### config.mk
export PLATFORM = sky130hd
export DESIGN_NAME = spi_pkt_seq
export DESIGN_NICKNAME = d
export VERILOG_FILES = /design/src/rtl/spi_seq_pkg.sv /design/src/rtl/spi_seq_count.sv /design/src/rtl/spi_seq_flags.sv /design/src/rtl/spi_pkt_seq.sv
export SDC_FILE = /design/constraint.sdc
export NUM_CORES = 1
export LEC_CHECK = 0
export CAP_MARGIN = 10
export CORE_ASPECT_RATIO = 0.75
export CORE_MARGIN = 2
export CORE_UTILIZATION = 35
export DETAILED_ROUTE_END_ITERATION = 6
export GPL_TIMING_DRIVEN = 0
export PLACE_DENSITY = 0.65
export SYNTH_ARGS = -nofsm -noshare
export SYNTH_HDL_FRONTEND = slang
export SYNTH_SLANG_ARGS = --single-unit
### constraint.sdc
create_clock -name clk -period 1.8 [get_ports clk]
set_input_delay 0.45 -clock clk [delete_from_list [all_inputs] [get_ports clk]]
set_output_delay 0.45 -clock clk [all_outputs]
set_load 0.03 [all_outputs]
### src/rtl/spi_seq_pkg.sv
// Shared types of the SPI packet sequencer.
// Assumes: nothing beyond a 2-bit state encoding.
package spi_seq_pkg;
    typedef enum logic [1:0] {
        SEQ_IDLE  = 2'd0,
        SEQ_RUN   = 2'd1,
        SEQ_PAUSE = 2'd2
    } seq_state_e;
endpackage

### src/rtl/spi_seq_count.sv
// Byte and packet-repeat counter of the sequencer.
// It captures the length and repeat fields on start and advances on step.
// It holds at the final byte so that its values remain readable afterwards.
// Assumes: start and step are never high together; clear has priority.
module spi_seq_count #(
    parameter int LEN_W  = 10,
    parameter int LOOP_W = 8
) (
    input  logic              clk,
    input  logic              rst_n,
    input  logic              clear,
    input  logic              start,
    input  logic              step,
    input  logic [LEN_W-1:0]  len_m1,
    input  logic [LOOP_W-1:0] loop_m1,
    output logic [LEN_W-1:0]  byte_idx,
    output logic [LOOP_W-1:0] loop_idx,
    output logic              last
);
    logic [LEN_W-1:0]  len_lat;
    logic [LOOP_W-1:0] loop_lat;

    // Final byte of the final repeat.
    assign last = (byte_idx == len_lat) && (loop_idx == loop_lat);

    // Capture the fields on start; wrap the byte count into the repeat count.
    always_ff @(posedge clk) begin
        if (!rst_n || clear) begin
            byte_idx <= '0;
            loop_idx <= '0;
            len_lat  <= '0;
            loop_lat <= '0;
        end else if (start) begin
            byte_idx <= '0;
            loop_idx <= '0;
            len_lat  <= len_m1;
            loop_lat <= loop_m1;
        end else if (step && !last) begin
            if (byte_idx == len_lat) begin
                byte_idx <= '0;
                loop_idx <= loop_idx + 1'b1;
            end else begin
                byte_idx <= byte_idx + 1'b1;
            end
        end
    end

    // the byte position never passes the captured packet length.
    p_byte_bound_r3: assert property (@(posedge clk) disable iff (!rst_n)
        byte_idx <= len_lat);

    // with no start, step or clear, the counters do not move.
    p_hold_r10: assert property (@(posedge clk) disable iff (!rst_n)
        (!step && !start && !clear) |=> ($stable(byte_idx) && $stable(loop_idx)));
endmodule

### src/rtl/spi_seq_flags.sv
// Latched finish and pause flags and the combined interrupt.
// Priority order: clear, then set, then the read strobe.
// Assumes: set inputs are single-cycle pulses from the sequencer.
module spi_seq_flags (
    input  logic       clk,
    input  logic       rst_n,
    input  logic       clear,
    input  logic       set_fin,
    input  logic       set_pause,
    input  logic       rd,
    input  logic       fin_ie,
    input  logic       pause_ie,
    output logic [1:0] flags,
    output logic       irq
);
    // Flag update: sets win over a simultaneous read.
    always_ff @(posedge clk) begin
        if (!rst_n || clear) begin
            flags <= 2'b00;
        end else begin
            flags[0] <= set_fin   | (flags[0] & ~rd);
            flags[1] <= set_pause | (flags[1] & ~rd);
        end
    end

    // Gate the flags with their enables onto one line.
    assign irq = (flags[0] & fin_ie) | (flags[1] & pause_ie);

    // a read with no new event leaves both flags clear.
    p_rdclr_r9: assert property (@(posedge clk) disable iff (!rst_n)
        (rd && !set_fin && !set_pause && !clear) |=> (flags == 2'b00));

    // a finish flag persists until it is read or cleared.
    p_fin_hold_r4: assert property (@(posedge clk) disable iff (!rst_n)
        (flags[0] && !rd && !clear) |=> flags[0]);
endmodule

### src/rtl/spi_pkt_seq.sv
// SPI packet sequencer: idle/run/paused control of one SPI master transfer.
// It frames length times repeat bytes, holds chip select in pause mode,
// and latches the finish and pause flags.
// Assumes: commands are single-cycle pulses, and byte_done comes from the
// shifter once per byte while shift_en is high.
module spi_pkt_seq
    import spi_seq_pkg::*;
#(
    parameter int LEN_W  = 10,
    parameter int LOOP_W = 8
) (
    input  logic              clk,
    input  logic              rst_n,
    input  logic              cmd_act,
    input  logic              cmd_resume,
    input  logic              cmd_rst,
    input  logic              pause_en,
    input  logic              fin_ie,
    input  logic              pause_ie,
    input  logic [LEN_W-1:0]  pkt_len_m1,
    input  logic [LOOP_W-1:0] pkt_loop_m1,
    input  logic              byte_done,
    input  logic              status_rd,
    output logic              cs_active,
    output logic              shift_en,
    output logic              paused,
    output logic [LEN_W-1:0]  byte_idx,
    output logic [LOOP_W-1:0] loop_idx,
    output logic [1:0]        status,
    output logic              irq
);
    seq_state_e state_q, state_d;
    logic       last;
    logic       start_xfer;
    logic       done;
    logic       step;

    // Command and completion decode, with software reset suppressing all.
    always_comb begin
        start_xfer = !cmd_rst && (((state_q == SEQ_IDLE) && cmd_act) ||
                                  ((state_q == SEQ_PAUSE) && cmd_resume));
        step       = !cmd_rst && (state_q == SEQ_RUN) && byte_done;
        done       = step && last;
    end

    // Next-state selection.
    always_comb begin
        state_d = state_q;
        if (cmd_rst) begin
            state_d = SEQ_IDLE;
        end else if (start_xfer) begin
            state_d = SEQ_RUN;
        end else if (done) begin
            state_d = pause_en ? SEQ_PAUSE : SEQ_IDLE;
        end
    end

    // State register.
    always_ff @(posedge clk) begin
        if (!rst_n) state_q <= SEQ_IDLE;
        else        state_q <= state_d;
    end

    assign cs_active = (state_q != SEQ_IDLE);
    assign shift_en  = (state_q == SEQ_RUN);
    assign paused    = (state_q == SEQ_PAUSE);

    spi_seq_count #(
        .LEN_W  (LEN_W),
        .LOOP_W (LOOP_W)
    ) i_count (
        .clk      (clk),
        .rst_n    (rst_n),
        .clear    (cmd_rst),
        .start    (start_xfer),
        .step     (step),
        .len_m1   (pkt_len_m1),
        .loop_m1  (pkt_loop_m1),
        .byte_idx (byte_idx),
        .loop_idx (loop_idx),
        .last     (last)
    );

    spi_seq_flags i_flags (
        .clk       (clk),
        .rst_n     (rst_n),
        .clear     (cmd_rst),
        .set_fin   (done && !pause_en),
        .set_pause (done && pause_en),
        .rd        (status_rd),
        .fin_ie    (fin_ie),
        .pause_ie  (pause_ie),
        .flags     (status),
        .irq       (irq)
    );

    // activate in idle starts a transfer with zeroed counters.
    p_act_r2: assert property (@(posedge clk) disable iff (!rst_n)
        (state_q == SEQ_IDLE && cmd_act && !cmd_rst)
        |=> (shift_en && cs_active && byte_idx == '0 && loop_idx == '0));

    // a byte that is not the final one keeps the transfer running.
    p_no_early_end_r3: assert property (@(posedge clk) disable iff (!rst_n)
        (state_q == SEQ_RUN && byte_done && !last && !cmd_rst) |=> shift_en);

    // completion in pause mode holds chip select and raises the pause flag.
    p_pause_r5: assert property (@(posedge clk) disable iff (!rst_n)
        (state_q == SEQ_RUN && byte_done && last && pause_en && !cmd_rst)
        |=> (paused && cs_active && status[1]));

    // completion without pause mode releases chip select with a finish flag.
    p_finish_r4: assert property (@(posedge clk) disable iff (!rst_n)
        (state_q == SEQ_RUN && byte_done && last && !pause_en && !cmd_rst)
        |=> (!cs_active && status[0]));

    // software reset always lands in a clean idle state.
    p_reset_r7: assert property (@(posedge clk) disable iff (!rst_n)
        cmd_rst |=> (!cs_active && status == 2'b00 && byte_idx == '0 && loop_idx == '0));
endmodule

==> flow_results.xml <==
<?xml version="1.0" encoding="UTF-8"?>
<metrics>
  <group name="die">
    <metric name="initial_core_util" unit="%">36.6</metric>
    <metric name="die-area" unit="sq mm">0.00676</metric>
    <metric name="die_w" unit="um">94.3</metric>
    <metric name="placementRows" unit="">24</metric>
    <metric name="chipHeight" unit="um">71.7</metric>
    <metric name="design.portCount" unit="">52</metric>
    <metric name="core_region_area" unit="sq mm">0.00586</metric>
  </group>
  <group name="sta">
    <metric name="finClkSkew" unit="ns">0.00994</metric>
    <metric name="maxClockFrequency" unit="GHz">0.534</metric>
    <metric name="maxSlewHeadroom" unit="%">68.4</metric>
    <metric name="worstMarginPinSlew" unit="ns">0.475</metric>
    <metric name="finalSetupViolations" unit="">6</metric>
    <metric name="rsz_0062_raised_after_global_routing" unit="">yes</metric>
    <metric name="finalHoldWorstSlack" unit="ns">0.493</metric>
    <metric name="final-max-slew-violation-count" unit="">0</metric>
    <metric name="post-route-period-util" unit="%">104</metric>
    <metric name="post-route-min-period" unit="ns">1.87</metric>
    <metric name="layout_setup_ws" unit="ns">-0.0742</metric>
    <metric name="hold_violations" unit="">0</metric>
  </group>
  <group name="setup_path">
    <metric name="r2r-start" unit="">state_q[0]</metric>
    <metric name="worst-endpoint-required" unit="ns">2.03</metric>
    <metric name="endpoint_kind" unit="">flip-flop</metric>
    <metric name="reg2reg_setup_slack" unit="ns">-0.07</metric>
    <metric name="regToRegEndpoint" unit="">i_count.loop_idx[7]</metric>
    <metric name="worst-r2r-cell-count" unit="">5</metric>
    <metric name="arrival_time_worst_endpoint" unit="ns">2.11</metric>
    <metric name="worst-setup-path-type" unit="">reg2reg</metric>
    <metric name="worst-path-max-fanout" unit="">5</metric>
    <metric name="timing.critical_path.from_type" unit="">flip-flop</metric>
  </group>
  <group name="cts">
    <metric name="number_of_clock_buffers_inserted_by_tritoncts" unit="">5</metric>
    <metric name="clock-sinks" unit="">40</metric>
    <metric name="clock_tree_buf_depth" unit="">2</metric>
    <metric name="number_of_levels_in_the_clock_h_tree" unit="">2</metric>
    <metric name="clkSlewWorstSetupHoldPaths" unit="ns">0.08</metric>
    <metric name="cts_tree" unit="">yes</metric>
    <metric name="worstSkewPairLatency" unit="ns">0.30</metric>
    <metric name="root_buffer" unit="">sky130_fd_sc_hd__clkbuf_8</metric>
  </group>
  <group name="route">
    <metric name="via_count" unit="">2294</metric>
    <metric name="antenna_violating_nets_post_route" unit="">0</metric>
    <metric name="first_iter_violations" unit="">132</metric>
    <metric name="dr.pass1.iters" unit="">4</metric>
    <metric name="routed_wirelength" unit="um">6400</metric>
    <metric name="detail_route.vias_per_cell" unit="">5.42</metric>
    <metric name="wire_per_inst" unit="um">15.1</metric>
    <metric name="drcViolationCount" unit="">0</metric>
  </group>
  <group name="flow_run">
    <metric name="max_cap_violations" unit="">0</metric>
  </group>
  <group name="logic_synthesis">
    <metric name="synth_enable_flop_cells" unit="">0</metric>
    <metric name="yosysWarnings" unit="">0</metric>
    <metric name="synth.most_common_cell" unit="">sky130_fd_sc_hd__nand2_1</metric>
    <metric name="fraction_of_synthesis_flops_using_an_asynchronous_set_or_reset_pin" unit="%">0</metric>
    <metric name="cell_taking_the_most_area_after_synthesis" unit="">sky130_fd_sc_hd__dfxtp_1</metric>
    <metric name="synth.lib_cells_used.distinct" unit="">44</metric>
    <metric name="syn-num-nets" unit="">297</metric>
    <metric name="synth.avg_cell_area" unit="sq um">8.02</metric>
    <metric name="post-synth-top-area-fraction" unit="%">37.4</metric>
    <metric name="synth_ff_type" unit="">sky130_fd_sc_hd__dfxtp_1</metric>
    <metric name="synth.area.top_cells" unit="">sky130_fd_sc_hd__dfxtp_1, sky130_fd_sc_hd__nand2_1, sky130_fd_sc_hd__o21ai_0, sky130_fd_sc_hd__a21oi_1, sky130_fd_sc_hd__xor2_1</metric>
    <metric name="syn-instance-count" unit="">267</metric>
    <metric name="yosys_register_bits" unit="">40</metric>
    <metric name="seq_area_frac_synth" unit="%">37.4</metric>
    <metric name="synthTopCellsByCount" unit="">sky130_fd_sc_hd__nand2_1, sky130_fd_sc_hd__dfxtp_1, sky130_fd_sc_hd__o21ai_0</metric>
    <metric name="summed_instance_area_of_the_synthesized_netlist" unit="sq mm">0.00214</metric>
  </group>
  <group name="finish">
    <metric name="nFillCells" unit="">568</metric>
    <metric name="instances_no_fill" unit="">423</metric>
    <metric name="fin_nets" unit="">374</metric>
    <metric name="drive_above_1_share" unit="%">27.2</metric>
    <metric name="area_growth_syn_to_layout" unit="%">46.5</metric>
    <metric name="design_area" unit="sq mm">0.00314</metric>
    <metric name="num_antenna_cells" unit="">0</metric>
  </group>
  <group name="power">
    <metric name="p_clk_share" unit="%">33.8</metric>
    <metric name="netSwitchingFraction" unit="%">27.8</metric>
    <metric name="cellLeakagePower" unit="nW">1.25</metric>
    <metric name="share_of_power_burned_in_registers" unit="%">47.5</metric>
    <metric name="power.density" unit="mW/mm^2">606</metric>
    <metric name="net-switching-power" unit="mW">0.527</metric>
    <metric name="combPwrFrac" unit="%">18.6</metric>
    <metric name="internal_power" unit="mW">1.37</metric>
    <metric name="max-vdd-ir-drop" unit="mV">0.322</metric>
  </group>
  <group name="run_status">
    <metric name="run_status" unit="">complete, but fails checks</metric>
    <metric name="failing_checks" unit="">setup timing</metric>
  </group>
  <group name="worst_hold_path">
    <metric name="timing.hold.worst_endpoint" unit="">i_count.loop_lat[1]</metric>
    <metric name="startpoint_of_the_most_critical_hold_path" unit="">i_count.loop_lat[1]</metric>
    <metric name="min_path_cells" unit="">2</metric>
    <metric name="hold_crit_path_type" unit="">reg2reg</metric>
  </group>
  <group name="global_routing">
    <metric name="groute.usage.overall" unit="%">20.4</metric>
    <metric name="grt_start_max_net_pins" unit="">12</metric>
    <metric name="first_global_vias" unit="">2155</metric>
    <metric name="antenna_found_initial" unit="">0</metric>
    <metric name="gr-total-overflow" unit="">0</metric>
    <metric name="grt_pass1_wl" unit="um">10700</metric>
  </group>
  <group name="placement">
    <metric name="port_buffers" unit="">51</metric>
    <metric name="placed_cells_incl_taps" unit="">396</metric>
    <metric name="dpl-instance-area" unit="sq mm">0.00278</metric>
    <metric name="half_perimeter_wire_length_after_placement" unit="um">4320</metric>
    <metric name="finalWeightedCongestion" unit="">0.831</metric>
    <metric name="pre_cts_slack" unit="ns">-0.636</metric>
  </group>
</metrics>
==> cells in the final DEF (no fill, tap or decap), types with 6 or more instances in the layout <==
cell / netlist / routed
sky130_fd_sc_hd__nand3_1: 16 / 16
sky130_fd_sc_hd__clkbuf_8: 0 / 8
sky130_fd_sc_hd__xnor2_1: 8 / 8
sky130_fd_sc_hd__a31oi_1: 9 / 9
sky130_fd_sc_hd__dfxtp_2: 0 / 15
sky130_fd_sc_hd__xor2_1: 10 / 10
sky130_fd_sc_hd__o31ai_1: 7 / 6
sky130_fd_sc_hd__a21oi_1: 23 / 22
sky130_fd_sc_hd__nand2_1: 46 / 44
sky130_fd_sc_hd__o21ai_0: 26 / 25
sky130_fd_sc_hd__dfxtp_1: 40 / 21
sky130_fd_sc_hd__buf_4: 1 / 20
sky130_fd_sc_hd__clkdlybuf4s50_1: 0 / 30
sky130_fd_sc_hd__dlygate4sd2_1: 0 / 14
sky130_fd_sc_hd__buf_6: 2 / 6
==> metrics by stage <==
stage / power [mW] / TNS [ns] / utilization [%]
after floorplan: 1.08 / -0.00740 / -
after global placement: 1.20 / -18.53 / 47.5
after detailed placement: 1.20 / -19.41 / 47.5
after CTS: 1.86 / -0.183 / 51.7
after global routing: 1.98 / -1.86 / 53.6
final: 1.90 / -0.319 / 53.6
==> power groups by stage <==
stage / registers (mW) / logic [mW] / clock network [mW]
2_1_floorplan: 0.924 / 0.157 / 0
6_report: 0.903 / 0.354 / 0.643
4_1_cts: 0.904 / 0.315 / 0.637
3_3_place_gp: 0.927 / 0.273 / 0
3_5_place_dp: 0.928 / 0.275 / 0
5_1_grt: 0.904 / 0.385 / 0.688
==> registers in the layout (all words and copies together) (netlist names) <==
signal            count
i_count.byte_idx     10
i_count.len_lat      10
i_count.loop_idx      8
i_count.loop_lat      8
i_flags.flags         2
state_q               2
==> cells by family after synthesis <==
logic type	Yosys count	share of synthesized area [%]
DFF	40	37.4
buffers and inverters	21	4.79
adders and majority gates	2	1.17
muxes	4	1.93
xor gates and xnor gates	18	7.36
AOI/OAI and AO/OA	77	20.8
and+or+nand+nor	105	26.5
==> worst max path at each step <==
stage	from	to	slack, ns
6_report	state_q[0]	i_count.loop_idx[7]	-0.07
2_1_floorplan	i_count.byte_idx[2]	i_count.loop_idx[5]	-0.004
5_1_grt	i_count.byte_idx[3]	i_count.loop_idx[7]	-0.17
3_5_place_dp	cmd_rst	i_count.byte_idx[9]	-0.64
3_3_place_gp	cmd_rst	i_count.byte_idx[9]	-0.62
4_1_cts	state_q[1]	i_count.loop_idx[7]	-0.05
==> cell type report <==
cell class | count | area, sq um | share of cell area (%)
Buffer | 21 | 164 | 5.23
Clock buffer | 8 | 90.1 | 2.87
Multi-Input combinational cell | 206 | 1320 | 41.9
Sequential cell | 40 | 835 | 26.6
Tap cell | 78 | 97.6 | 3.11
Timing Repair Buffer | 70 | 636 | 20.3
==> per-layer routing <==
layer | track usage (%) | up-vias | part of all wire [%]
met3 | 4.10 | 9 | 7.8
met4 | 7.25 | 0 | 1.4
met5 | 0 | - | 0
met1 | 30.6 | 1079 | 47
met2 | 28.8 | 85 | 44
li1 | - | 1121 | -
==> timing repair <==
item	in CTS	in global routing
endpoints found under the setup margin	55	37
cloned	1	1
buffers inserted	12	5
pin swaps	12	8
resized for setup	57	40
hold buffers	0	0
==> worst max-delay path, stage by stage, from the launching register on <==
cell and delay [ns]:
sky130_fd_sc_hd__dfxtp_2 0.33, sky130_fd_sc_hd__buf_6 0.13, sky130_fd_sc_hd__nand4bb_4 0.16, sky130_fd_sc_hd__or4_4 0.56
sky130_fd_sc_hd__or4_1 0.50, sky130_fd_sc_hd__a21oi_1 0.13
(Power assumes the default switching activity.)
